`src/rtl/pci_par_pkg.sv`:
```
// Package: shared phase record and ownership/check decisions for the
// bus parity unit. Assumes one phase record per bus clock.
package pci_par_pkg;

    // Phase information presented by the bus controller each clock.
    typedef struct packed {
        logic addr;     // address phase clock
        logic data;     // data phase clock (transfer or wait)
        logic master;   // this agent is initiator
        logic write;    // write transaction
        logic ad_own;   // this agent drives address/data now
        logic xfer;     // both ready strobes asserted
    } phase_t;

    // Decides whether this agent must drive parity in the next clock.
    function automatic logic owns_next_par(input phase_t p);
        logic init_side;
        logic targ_side;
        init_side = p.master && (p.addr || (p.data && p.write));
        targ_side = !p.master && p.data && !p.write && !p.addr;
        return p.ad_own && (init_side || targ_side);
    endfunction

    // Decides whether the other agent's parity must be checked next clock.
    function automatic logic check_due(input phase_t p);
        logic addr_chk;
        logic data_chk;
        addr_chk = p.addr && !p.master;
        data_chk = p.data && p.xfer && (p.master ^ p.write);
        return !p.ad_own && (addr_chk || data_chk);
    endfunction

endpackage

```
`src/rtl/pci_par_tree.sv`:
```
// Parity reduction tree: XOR of W input bits, built as per-lane partial
// parities followed by a lane combine. Assumes W >= 1; the vector is padded
// with zeros up to a whole number of lanes. Purely combinational.
module pci_par_tree #(
    parameter int W      = 36,
    parameter int LANE_W = 8
) (
    input  logic [W-1:0] bits,
    output logic         odd
);
    localparam int LANES = (W + LANE_W - 1) / LANE_W;
    localparam int PAD_W = LANES * LANE_W;

    logic [PAD_W-1:0] padded;
    logic [LANES-1:0] lane_par;

    // Zero-extend the input to a whole number of lanes.
    always_comb begin
        padded = '0;
        padded[W-1:0] = bits;
    end

    // One partial parity per lane.
    for (genvar g = 0; g < LANES; g++) begin : g_lane
        assign lane_par[g] = ^padded[g*LANE_W +: LANE_W];
    end

    // Combine the lane results.
    assign odd = ^lane_par;

endmodule

```
`src/rtl/pci_par_drive.sv`:
```
// Parity driver stage: registers the parity of the current bus value so it
// appears one clock late, and registers the ownership decision as the driver
// enable. Assumes synchronous active-low reset.
module pci_par_drive (
    input  logic clk,
    input  logic rst_n,
    input  logic odd_now,
    input  logic own_next,
    output logic par_out,
    output logic par_oe
);
    // Delay parity and enable by one clock; clear both in reset.
    always_ff @(posedge clk) begin
        if (!rst_n) begin
            par_out <= 1'b0;
            par_oe  <= 1'b0;
        end else begin
            par_out <= odd_now;
            par_oe  <= own_next;
        end
    end
endmodule

```
`src/rtl/pci_par_check.sv`:
```
// Parity checker stage: captures the computed parity on a qualifying edge,
// compares it with the received bit on the following edge and pulses an
// error for one clock. Assumes synchronous active-low reset.
module pci_par_check (
    input  logic clk,
    input  logic rst_n,
    input  logic odd_now,
    input  logic due_now,
    input  logic par_in,
    output logic err
);
    logic pend_q;
    logic odd_q;

    // Hold the capture flag and captured parity for one clock.
    always_ff @(posedge clk) begin
        if (!rst_n) begin
            pend_q <= 1'b0;
            odd_q  <= 1'b0;
        end else begin
            pend_q <= due_now;
            odd_q  <= odd_now;
        end
    end

    // Compare the received bit against the capture; one-clock pulse.
    always_ff @(posedge clk) begin
        if (!rst_n) begin
            err <= 1'b0;
        end else begin
            err <= pend_q && (par_in != odd_q);
        end
    end
endmodule

```
`src/rtl/pci_parity_unit.sv`:
```
// Top of the bus parity unit. Builds the phase record, reduces the 36 bus
// bits to one parity bit, and feeds the driver and checker stages. Assumes
// all inputs are already synchronous to clk.
module pci_parity_unit
    import pci_par_pkg::*;
#(
    parameter int AD_W  = 32,
    parameter int CBE_W = 4
) (
    input  logic             clk,
    input  logic             rst_n,
    input  logic [AD_W-1:0]  ad_bus,
    input  logic [CBE_W-1:0] cbe_bus,
    input  logic             par_in,
    input  logic             ad_oe,
    input  logic             is_master,
    input  logic             is_write,
    input  logic             addr_phase,
    input  logic             data_phase,
    input  logic             irdy_n,
    input  logic             trdy_n,
    output logic             par_out,
    output logic             par_oe,
    output logic             parity_error
);
    localparam int TOT_W = AD_W + CBE_W;

    phase_t     ph;
    logic       odd_now;
    logic       own_next;
    logic       due_now;

    // Assemble this clock's phase record.
    always_comb begin
        ph.addr   = addr_phase;
        ph.data   = data_phase;
        ph.master = is_master;
        ph.write  = is_write;
        ph.ad_own = ad_oe;
        ph.xfer   = !irdy_n && !trdy_n;
    end

    // Decide driver ownership and checking for the next clock.
    always_comb begin
        own_next = owns_next_par(ph);
        due_now  = check_due(ph);
    end

    pci_par_tree #(.W(TOT_W), .LANE_W(8)) u_tree (
        .bits ({ad_bus, cbe_bus}),
        .odd  (odd_now)
    );

    pci_par_drive u_drive (
        .clk      (clk),
        .rst_n    (rst_n),
        .odd_now  (odd_now),
        .own_next (own_next),
        .par_out  (par_out),
        .par_oe   (par_oe)
    );

    pci_par_check u_check (
        .clk     (clk),
        .rst_n   (rst_n),
        .odd_now (odd_now),
        .due_now (due_now),
        .par_in  (par_in),
        .err     (parity_error)
    );

endmodule

```
`config.mk`:
```
export PLATFORM = sky130hd
export DESIGN_NAME = pci_parity_unit
export DESIGN_NICKNAME = d
export VERILOG_FILES = /design/src/rtl/pci_par_pkg.sv /design/src/rtl/pci_par_tree.sv /design/src/rtl/pci_par_drive.sv /design/src/rtl/pci_par_check.sv /design/src/rtl/pci_parity_unit.sv
export SDC_FILE = /design/constraint.sdc
export NUM_CORES = 1
export LEC_CHECK = 0
export ABC_AREA = 0
export BUFFER_PORTS_ARGS = -buffer_cell sky130_fd_sc_hd__buf_2
export CAP_MARGIN = 15
export CORE_MARGIN = 5
export CORE_UTILIZATION = 38
export DETAILED_ROUTE_END_ITERATION = 10
export PLACE_DENSITY = 0.83
export SLEW_MARGIN = 20
export SYNTH_ARGS = -nofsm -noshare
export SYNTH_HDL_FRONTEND = slang
export SYNTH_HIERARCHICAL = 1
export SYNTH_SLANG_ARGS = --single-unit
export TNS_END_PERCENT = 10
```
`constraint.sdc`:
```
create_clock -name clk -period 4.85 [get_ports clk]
set_clock_uncertainty 0.05 [all_clocks]
set_input_delay 0.97 -clock clk [delete_from_list [all_inputs] [get_ports clk]]
set_output_delay 0.97 -clock clk [all_outputs]
set_load 0.1 [all_outputs]
```
# --- Word level (Yosys, flattened, before mapping) ---
# Cells that the tools add are included.
word_totals:
  register_bits: 4
  inputBits: 46
  out_inout_bits: 3
  word_cells: 33
op_classes:
  eq_ne: 1
  bitwise: 1
  reduce_logical: 27
op_table:
  columns: ["operator", "n"]
  rows:
  - ["$reduce_xor 8->1", 5]
  - ["$logic_and 1x1->1", 12]
  - ["$logic_not 1->1", 6]
  - ["$reduce_xor 5->1", 1]
  - ["$logic_or 1x1->1", 3]
  - ["$ne 1x1->1", 1]
  - ["$xor 1x1->1", 1]

# --- Longest topological paths before layout ---
logic_depth:
  ltp_word: 6
  mapped_depth: 6
  ltp_nobuf: 6

# --- Hierarchy ---
# The synthesis kept the hierarchy.
by_module_without_submodules:
  columns: ["mod", "n_inst", "cells_per_inst", "area_per_inst_um2", "seq_area_each_um2"]
  rows:
  - ["pci_par_tree", 1, 34, 311.5, 0.0]
  - ["pci_par_check", 1, 7, 87.6, 60.1]
  - ["pci_parity_unit", 1, 10, 57.6, 0.0]
  - ["pci_par_drive", 1, 4, 52.6, 40.0]

# --- Worst setup path after synthesis ---
# Ideal clock, no wire load.
synth_timing:
  path_kind: "input port to flip-flop"
  start: "in ad_bus[24]"
  end: "reg u_check.odd_q"
  setup_time_ps: 115
  t_arrival_ps: 2106
  required_ps: 4685
  setup_slack_ps: 2579
  cell_stages: 6
  path_buffers: 0
  path_cell_list: "xor2_1 xnor2_1 xnor2_1 xnor3_1 xnor2_1 and2_1"
synth_between:
  elab_chain_len: 2
synth_rtl:
  columns: ["element", "line", "text"]
  rows:
  - ["start, declared", "pci_parity_unit.sv:12", "input logic [AD_W-1:0] ad_bus,"]
  - ["$reduce_xor 8->1", "pci_par_tree.sv:25", "assign lane_par[g] = ^padded[g*LANE_W +: LANE_W];"]
  - ["$reduce_xor 5->1", "pci_par_tree.sv:29", "assign odd = ^lane_par;"]
  - ["named net odd_now", "pci_parity_unit.sv:29", "logic odd_now;"]
  - ["end signal, assigned", "pci_par_check.sv:22", "odd_q <= odd_now;"]
  - ["end, declared", "pci_par_check.sv:13", "logic odd_q;"]
# The timed path passes the listed nets, and every way through them passes these cells.
# A chain may end at the register's enable or synchronous reset.

# --- Worst setup path in the final report ---
layout_timing:
  start: "in cbe_bus[1]"
  end: "reg u_check.odd_q"
layout_between:
  elab_chain_len: 2
layout_rtl:
  columns: ["element", "line", "text"]
  rows:
  - ["start, declared", "pci_parity_unit.sv:13", "input logic [CBE_W-1:0] cbe_bus,"]
  - ["$reduce_xor 8->1", "pci_par_tree.sv:25", null]
  - ["$reduce_xor 5->1", "pci_par_tree.sv:29", null]
  - ["named net odd_now", "pci_parity_unit.sv:29", null]
# The timed path passes the listed nets, and every way through them passes these cells.

==> qor.yml <==
sta:
  worst_pin_slew_ns: 0.4857
  rsz0062_at_grt: "no"
  drv_slew: 0
  fmax_ghz: 0.4572
  hold_viol: 0
  finalCritPeriodShare_pct: 45.10
  maxSlewHeadroom_pct: 67.84
  min_period_ns: 2.187
  fin_tns_setup_ns: 0
  finalSetupViolations: 0
worst_setup_path:
  crit_buf_inv: 1
  slowest_stage: "xnor3_1"
  cp_max_fo: 2
  crit_path_max_incr_delay_ns: 0.41
  cp_cell_sequence: "buf_2 > xnor2_1 > xnor2_1 > xnor2_1 > xnor3_1 > xnor2_1 > and2_1"
  rrSetupSlack_ns: 4.08
  cp_common_cell: "xnor2_1"
  arrival_ns: 2.26
  cp.required_ns: 4.92
  startpoint_type: "input pin"
  worstSetupEndpointType: "flip-flop"
  cp_top_family: "XOR/XNOR gates"
  path_class: "in -> reg"
power_and_ir_drop:
  p_int_uw: 161.7
  cellPowerDensity_nw_per_um2: 317.1
  p_switching_uw: 90.20
  clkPwrFrac_pct: 18.2
  irDropWorstVdd_mv: 0.1392
  combPwrFrac_pct: 61.2
  p_leak_uw: 0.0003782
  p_sw_share_pct: 35.80
  seq_power_share_pct: 20.6
placed_design:
  dp_hpwl_um: 1083
  gp_congestion: 0.5959
  io_buffers: 48
clock_network:
  path_clk_slew_ns: 0.04
  clkLatencyLatePin_ns: 0.23
  cts_setup_buffers: 0
  ctsResizeCount: 0
  numCtsBuffers: 3
  cts_hold_buffers: 0
  cts_buffer_depth: 2
  htree_levels: 1
  clock-root-buffer: "clkbuf_4"
  cts.sinks: 5
  cts_tree: "done"
route:
  drc: 0
  vias: 540
  ant_nets: 0
  drt-total-wl_um: 1130
  drt_iter0_markers: 3
  drt-pass1-iter-count: 5
  viasPerCell: 4.426
  wire_per_inst_um: 9.262
logic_synthesis:
  syn-cell-area_sq_um: 509.2
  yosys.cell_types.count: 15
  syn_area_per_cell_sq_um: 9.259
  synth-seq-cells: 5
  syn_nets: 101
  synth-seq-area-share_pct: 19.66
  synth.yosys.warnings: 6
  netlist_instances: 55
global_route:
  antenna_found_initial: 0
  overflow: 0
  grt_usage_pct: 12.16
  grt_pass1_vias: 526
  grt_pass1_wl_um: 1869
  grt_max_degree: 7
finish:
  diodes: 0
  layout-drive-gt1-share_pct: 47.66
  fillers: 114
  area_growth_syn_to_layout_pct: 56.02
  nets: 154
  final_util_pct: 61.83
floorplanning:
  ios: 49
  core-area_sq_um: 1285
  dieArea_sq_um: 2172
  start_util_pct: 39.63
  std_cell_rows: 13
  fp.dieW_um: 46.61
  die-height_um: 46.61
min_path:
  min_path_type: "reg -> reg"
run_status:
  status: "finished clean"
job:
  maxCapViolations: 0
==> stage by stage <==
step	cell area (sq um)	setup WS, ns	std cells	hold WS [ns]	total power, uW
floorplan	509.2	2.579	55	0.3867	175.6
global route	794.5	2.554	122	0.4312	272.6
detailed placement	768.2	2.408	118	0.3998	208.7
global placement	768.2	2.440	118	0.3922	205.2
finish	794.5	2.663	122	0.4040	251.9
CTS	794.5	2.650	122	0.4065	255.8
==> worst paths after layout <==
kind	start	to	cells past startpoint
hold / removal	u_check/pend_q$_SDFF_PN0_	u_check/err$_SDFF_PN0_	1
setup / recovery	cbe_bus[1]	u_check/odd_q$_SDFF_PN0_	7
setup reg to reg	u_check/odd_q$_SDFF_PN0_	u_check/err$_SDFF_PN0_	2
hold reg to reg	u_check/pend_q$_SDFF_PN0_	u_check/err$_SDFF_PN0_	1
==> flip-flops by register name (all words and copies together), names as in the netlist <==
name and cells:
u_check/err 1, u_drive/par_out 1, u_check/odd_q 1, u_check/pend_q 1, u_drive/par_oe 1
==> worst register-to-register path: cells and delay by family (launching register included) <==
kind             cells  cell delay (ns)
AND/OR/NAND/NOR      1             0.17
XOR/XNOR             1             0.15
flip-flops           1             0.30
==> cells in the mapped netlist <==
cell	instances	area [sq um]
a21oi_1	1	5.000
a31oi_1	1	6.260
and2_1	4	25.02
and3_1	1	6.260
dfxtp_1	5	100.1
nand2_1	1	3.750
nand2b_1	1	6.260
nand3_1	1	5.000
nand4b_1	2	17.52
nor2_1	1	3.750
nor3_1	1	5.000
o21ai_1	1	5.000
xnor2_1	29	254.0
xnor3_1	1	22.52
xor2_1	5	43.79
==> layout by cell type, fill, tap and decap left out <==
cell type	count
and3_1	1
o21ai_1	1
nor3_1	1
nand4b_1	2
nand3_1	1
nor2_1	1
and2_1	4
xnor3_1	1
nand2_1	1
a21oi_1	1
clkbuf_4	3
buf_2	48
xor2_1	5
clkbuf_1	1
xnor2_1	29
a31oi_1	1
nand2b_1	1
dfxtp_1	5
==> cells by family (layout without fill, tap and decap cells) <==
group,Yosys count,after routing,synth area share (%)
AND/OR/NAND/NOR,12,12,14.25
XOR/XNOR,35,35,62.90
flip-flops,5,5,19.66
buffers and inverters,0,52,0
AO/OA/AOI/OAI,3,3,3.193
==> final cells by class <==
class | count | area, sq um | area share, %
clock buffers | 4 | 26.28 | 3.307
multi-input cells | 50 | 409.1 | 51.50
flip-flops and latches | 5 | 100.1 | 12.60
well taps | 15 | 18.77 | 2.362
repair buffers | 48 | 240.2 | 30.24
==> power by group through the flow <==
stage	combinational [uW]	sequential, uW	clock (uW)
global placement	153	52.7	0
floorplan	94.1	81.4	0
finish	154	51.9	45.8
CTS	156	52.0	47.6
global route	168	52.4	51.7
detailed placement	156	52.8	0
==> metal layers <==
layer  vias up  global-route usage (%)  wire [um]
met5         -                       0          0
met2        27                   22.80        631
met4         0                   5.114          0
met3         0                   4.688        133
met1       230                   11.49        365
li1        283                       -          -
Note: power is estimated with default switching activity, not from simulation.
